--- config.mk ---
export PLATFORM = sky130hd
export DESIGN_NAME = hz_fwd_ctrl
export DESIGN_NICKNAME = d
export VERILOG_FILES = /design/src/rtl/hz_fwd_pkg.sv /design/src/rtl/hz_operand_sel.sv /design/src/rtl/hz_stall_detect.sv /design/src/rtl/hz_fwd_ctrl.sv
export SDC_FILE = /design/constraint.sdc
export NUM_CORES = 1
export LEC_CHECK = 0
export ABC_AREA = 1
export BUFFER_PORTS_ARGS = -buffer_cell sky130_fd_sc_hd__buf_2
export CORE_MARGIN = 2
export CORE_UTILIZATION = 45
export DETAILED_ROUTE_END_ITERATION = 10
export PLACE_DENSITY = 0.95
export SLEW_MARGIN = 5
export SYNTH_ARGS = -nofsm -noshare
export SYNTH_HDL_FRONTEND = slang
export SYNTH_SLANG_ARGS = --single-unit
--- constraint.sdc ---
create_clock -name vclk -period 1.65
set_input_delay 0.0825 -clock vclk [all_inputs]
set_output_delay 0.0825 -clock vclk [all_outputs]
set_load 0.02 [all_outputs]
--- src/rtl/hz_fwd_pkg.sv ---
package hz_fwd_pkg;

  // Operand source codes driven onto the ALU input multiplexers
  typedef enum logic [1:0] {
    SRC_RF  = 2'b00,
    SRC_WB  = 2'b01,
    SRC_MEM = 2'b10
  } opnd_src_e;

  // Widest register number the helpers accept
  localparam int unsigned MAX_REG_W = 8;

  // A latch supplies a register only if it writes, targets a real register
  // and the numbers agree.
  function automatic logic dest_hits(input logic                 we,
                                     input logic [MAX_REG_W-1:0] rd,
                                     input logic [MAX_REG_W-1:0] rs);
    return we && (rd != '0) && (rd == rs);
  endfunction

  // Younger producer first, then the older one, else the register file.
  function automatic opnd_src_e pick_src(input logic mem_hit,
                                         input logic wb_hit);
    if (mem_hit)     return SRC_MEM;
    else if (wb_hit) return SRC_WB;
    else             return SRC_RF;
  endfunction

endpackage

--- src/rtl/hz_operand_sel.sv ---
module hz_operand_sel
  import hz_fwd_pkg::*;
#(
  parameter int unsigned REG_W  = 5,
  parameter bit          FWD_EN = 1'b1
) (
  input  logic [REG_W-1:0] src,
  input  logic             mem_we,
  input  logic [REG_W-1:0] mem_rd,
  input  logic             wb_we,
  input  logic [REG_W-1:0] wb_rd,
  output opnd_src_e        sel,
  output logic             mem_hit,
  output logic             wb_hit
);

  assign mem_hit = dest_hits(mem_we, MAX_REG_W'(mem_rd), MAX_REG_W'(src));
  assign wb_hit  = dest_hits(wb_we,  MAX_REG_W'(wb_rd),  MAX_REG_W'(src));

  generate
    if (FWD_EN) begin : g_fwd
      assign sel = pick_src(mem_hit, wb_hit);
    end else begin : g_nofwd
      assign sel = SRC_RF;
    end
  endgenerate

endmodule

--- src/rtl/hz_stall_detect.sv ---
module hz_stall_detect
  import hz_fwd_pkg::*;
#(
  parameter int unsigned REG_W  = 5,
  parameter bit          FWD_EN = 1'b1
) (
  input  logic [REG_W-1:0] dec_rs1,
  input  logic [REG_W-1:0] dec_rs2,
  input  logic [REG_W-1:0] ex_rd,
  input  logic             ex_we,
  input  logic             ex_load,
  input  logic [REG_W-1:0] mem_rd,
  input  logic             mem_we,
  output logic             ex_dep,
  output logic             mem_dep,
  output logic             load_use,
  output logic             stall
);

  localparam int unsigned NSRC = 2;

  logic [NSRC-1:0][REG_W-1:0] srcs;
  logic [NSRC-1:0]            ex_hit;
  logic [NSRC-1:0]            mem_hit;

  assign srcs[0] = dec_rs1;
  assign srcs[1] = dec_rs2;

  for (genvar i = 0; i < NSRC; i++) begin : g_src
    assign ex_hit[i]  = dest_hits(ex_we,  MAX_REG_W'(ex_rd),  MAX_REG_W'(srcs[i]));
    assign mem_hit[i] = dest_hits(mem_we, MAX_REG_W'(mem_rd), MAX_REG_W'(srcs[i]));
  end

  assign ex_dep   = |ex_hit;
  assign mem_dep  = |mem_hit;
  assign load_use = ex_dep && ex_load;

  generate
    if (FWD_EN) begin : g_fwd
      assign stall = load_use;
    end else begin : g_nofwd
      // The writeback latch is read back in the same cycle, so only
      // the two younger producers force a wait.
      assign stall = ex_dep || mem_dep;
    end
  endgenerate

endmodule

--- src/rtl/hz_fwd_ctrl.sv ---
module hz_fwd_ctrl
  import hz_fwd_pkg::*;
#(
  parameter int unsigned REG_W  = 5,
  parameter bit          FWD_EN = 1'b1
) (
  input  logic [REG_W-1:0] dec_rs1,
  input  logic [REG_W-1:0] dec_rs2,
  input  logic [REG_W-1:0] ex_rs1,
  input  logic [REG_W-1:0] ex_rs2,
  input  logic [REG_W-1:0] ex_rd,
  input  logic             ex_we,
  input  logic             ex_load,
  input  logic [REG_W-1:0] mem_rd,
  input  logic             mem_we,
  input  logic [REG_W-1:0] wb_rd,
  input  logic             wb_we,
  output logic [1:0]       sel_a,
  output logic [1:0]       sel_b,
  output logic             hold_front,
  output logic             bubble
);

  localparam int unsigned NOPND = 2;

  logic [NOPND-1:0][REG_W-1:0] opnd_src;
  opnd_src_e [NOPND-1:0]       opnd_sel;
  logic [NOPND-1:0]            fwd_mem_hit;
  logic [NOPND-1:0]            fwd_wb_hit;

  logic ex_dep, mem_dep, load_use, stall;

  assign opnd_src[0] = ex_rs1;
  assign opnd_src[1] = ex_rs2;

  for (genvar k = 0; k < NOPND; k++) begin : g_opnd
    hz_operand_sel #(.REG_W(REG_W), .FWD_EN(FWD_EN)) u_sel (
      .src     (opnd_src[k]),
      .mem_we  (mem_we),
      .mem_rd  (mem_rd),
      .wb_we   (wb_we),
      .wb_rd   (wb_rd),
      .sel     (opnd_sel[k]),
      .mem_hit (fwd_mem_hit[k]),
      .wb_hit  (fwd_wb_hit[k])
    );
  end

  hz_stall_detect #(.REG_W(REG_W), .FWD_EN(FWD_EN)) u_stall (
    .dec_rs1  (dec_rs1),
    .dec_rs2  (dec_rs2),
    .ex_rd    (ex_rd),
    .ex_we    (ex_we),
    .ex_load  (ex_load),
    .mem_rd   (mem_rd),
    .mem_we   (mem_we),
    .ex_dep   (ex_dep),
    .mem_dep  (mem_dep),
    .load_use (load_use),
    .stall    (stall)
  );

  assign sel_a      = opnd_sel[0];
  assign sel_b      = opnd_sel[1];
  assign hold_front = stall;
  assign bubble     = stall;

endmodule

==> run_results.csv <==
group,metric,value,unit
outcome,status,"complete, no violations",
floorplanning,die_h,40.2,um
placement,gpl.final_weighted_congestion,0.761,
pwr,static-leakage-power,0.575,nW
sta,timing.final.crit_share,0.619,
global_routing,residual_overflow_from_global_routing,0,
placement,pre_cts_ws,0.637,ns
sta,tightestPinTransition,0.190,ns
floorplanning,floorplan.initialDensity,0.470,
sta,endpoints_failing_setup,0,
pwr,cellInternalPower,81.7,uW
routing,wire_per_inst,9.22,um
final_layout,fillerInstances,124,
sta,finalCriticalPeriod,1.02,ns
logic_synthesis,commonest_cells_in_the_netlist,"57 x nand2_1, 22 x inv_1, 19 x nor2_1, 9 x nand3_1",
pwr,power_frac_clock,0,
routing,detail_route.vias_per_cell,4.60,
pwr,seq_power_share,0,
sta,finalHoldViolations,0,
logic_synthesis,ys_top_cells_by_area,"nand2_1 36%, inv_1 14%, nor2_1 12%",
sta,pins_over_slew_limit,0,
setup_path,worstSetupEndpointType,"output pin",
setup_path,setup.worst_path.start_class,"input port",
logic_synthesis,postSynthNetCount,171,
logic_synthesis,syn_inst,132,
logic_synthesis,syn-cell-area,588,um^2
routing,drt-pass1-iter-count,4,
routing,final_antenna_net_count,0,
pwr,power.density,227,nW/um^2
final_layout,final_nets,215,
placement,portBuffers,45,
setup_path,crit_arrival,0.94,ns
placement,dpl.hpwl,1590,um
sta,setup_total_negative_slack,0,ns
routing,num_vias,870,
min_path,hp-class,"input port to output pin",
final_layout,antenna-diode-count,0,
floorplanning,die_area,1610,um^2
clock_network,postCtsSetupBuffers,0,
sta,grt_setup_unrepaired,"false",
min_path,whs_path_depth,4,
floorplanning,num_rows,13,
setup_path,series_of_cell_instances_along_the_critical_path,"buf_2, inv_1, nand2_1, nand2_1, nand3_1, nor2_1, nand3_1, nor2_1, buf_2",
logic_synthesis,synth.lib_cells_used.distinct,13,
logic_synthesis,seq_total_area_yosys,0,
final_layout,final_design_area_no_fill,810,um^2
min_path,worst_hold_endpoint,"hold_front",
job,cap_violations,0,
setup_path,worst-endpoint-required,1.57,ns
clock_network,cts.repair.resized,0,
routing,wirelength,1740,um
logic_synthesis,yosys.cell_count.top_type,"nand2_1",
setup_path,timing.critical_path.slowest_stage_cell,"buf_2",
pwr,power_switching_share,0.555,
sta,post-route-worst-setup-slack,0.629,ns
placement,placed_cell_area,810,um^2
logic_synthesis,synth.top_cell.area_share,0.364,
setup_path,worst-path-max-fanout,4,
floorplanning,dieWidth,40.2,um
logic_synthesis,synth_area_per_cell,4.46,um^2
min_path,holdCritStartpoint,"ex_load",
final_layout,final_core_utilization,0.646,
sta,max_freq,0.980,GHz
floorplanning,core-area,1250,um^2
global_routing,vias_in_the_first_global_route,733,
sta,max_slew_margin,0.873,
clock_network,cts-hold-fix-buffers,0,
setup_path,crit_type,"input port to output pin",
pwr,largest_vdd_supply_drop,0.000118,V
routing,first_iter_violations,7,
routing,post_route_drc_violation_count,0,
sta,worst_hold_slack,0.532,ns
setup_path,timing.critical_path.slowest_cell_delay,0.17,ns
final_layout,numSequentialCells,0,
global_routing,grt_pass1_wl,2610,um
logic_synthesis,synth.largest_area_cell,"nand2_1",
final_layout,synthToLayoutAreaGrowth,37.7,%
global_routing,grt_start_max_net_pins,5,
pwr,total_switching_power,102,uW
global_routing,grt_usage,0.227,
final_layout,drive_gt1_frac,0.305,
final_layout,area.sequential,0,um^2
floorplanning,io_pins,45,
logic_synthesis,ys.warnings.count,0,
pwr,share_comb_of_total_power,1.000,
final_layout,n_clock_buffer,0,
global_routing,antenna_found_initial,0,
## routing by layer
metal	vias up	GRT usage	share of wire	wire length (um)
met1	365	0.260	0.43	742
met4	0	0	0	0
met3	0	0	0.057	100
met5	-	0	0	0
met2	37	0.480	0.52	900
li1	468	-	-	-
## through the flow
stage / power (mW) / cells
final: 0.184 / 189
after global routing: 0.208 / 189
after CTS: 0.183 / 189
after detailed placement: 0.182 / 189
after global placement: 0.174 / 189
after floorplan: 0.0980 / 132
## power groups by stage
stage	clock, mW	combinational, mW	sequential [mW]
final	0	0.184	0
after global routing	0	0.208	0
after CTS	0	0.183	0
after detailed placement	0	0.182	0
after global placement	0	0.174	0
after floorplan	0	0.0980	0
## worst max path at each step
stage | to | startpoint | slack (ns) | cells after the start
3_3_place_gp | sel_b[0] | mem_rd[4] | 0.71 | 6
5_1_grt | bubble | ex_rd[2] | 0.54 | 8
4_1_cts | bubble | ex_rd[2] | 0.63 | 8
3_5_place_dp | bubble | ex_rd[2] | 0.64 | 8
6_report | sel_a[0] | wb_rd[1] | 0.63 | 9
2_1_floorplan | hold_front | ex_rd[2] | 0.57 | 7
## layout make-up
class / instances / area [um^2] / area share
inverters: 27 / 101 / 0.125
well taps: 15 / 18.8 / 0.0232
multi-input cells: 102 / 464 / 0.573
repair buffers: 45 / 225 / 0.278
## worst max-delay path, delay by kind of cell
family                 cells  cell delay [ns]
buffers and inverters      3             0.38
and+or+nand+nor            6             0.47
## cells by family after synthesis
logic type,share of synthesized area
buffers and inverters,0.211
AOI/OAI and AO/OA,0.0234
xor gates and xnor gates,0.149
and+or+nand+nor,0.617
## layout by cell type (no fill, tap or decap), drive strengths merged
cell type / synthesis / routed
xor2: 5 / 5
xnor2: 5 / 5
nor2: 21 / 21
nand3: 9 / 9
nand4: 2 / 2
nand2: 57 / 57
nand3b: 1 / 1
a21oi: 1 / 1
inv: 27 / 27
o21ai: 1 / 1
buf: 3 / 45
No activity file was read; power rests on OpenSTA's default activity.
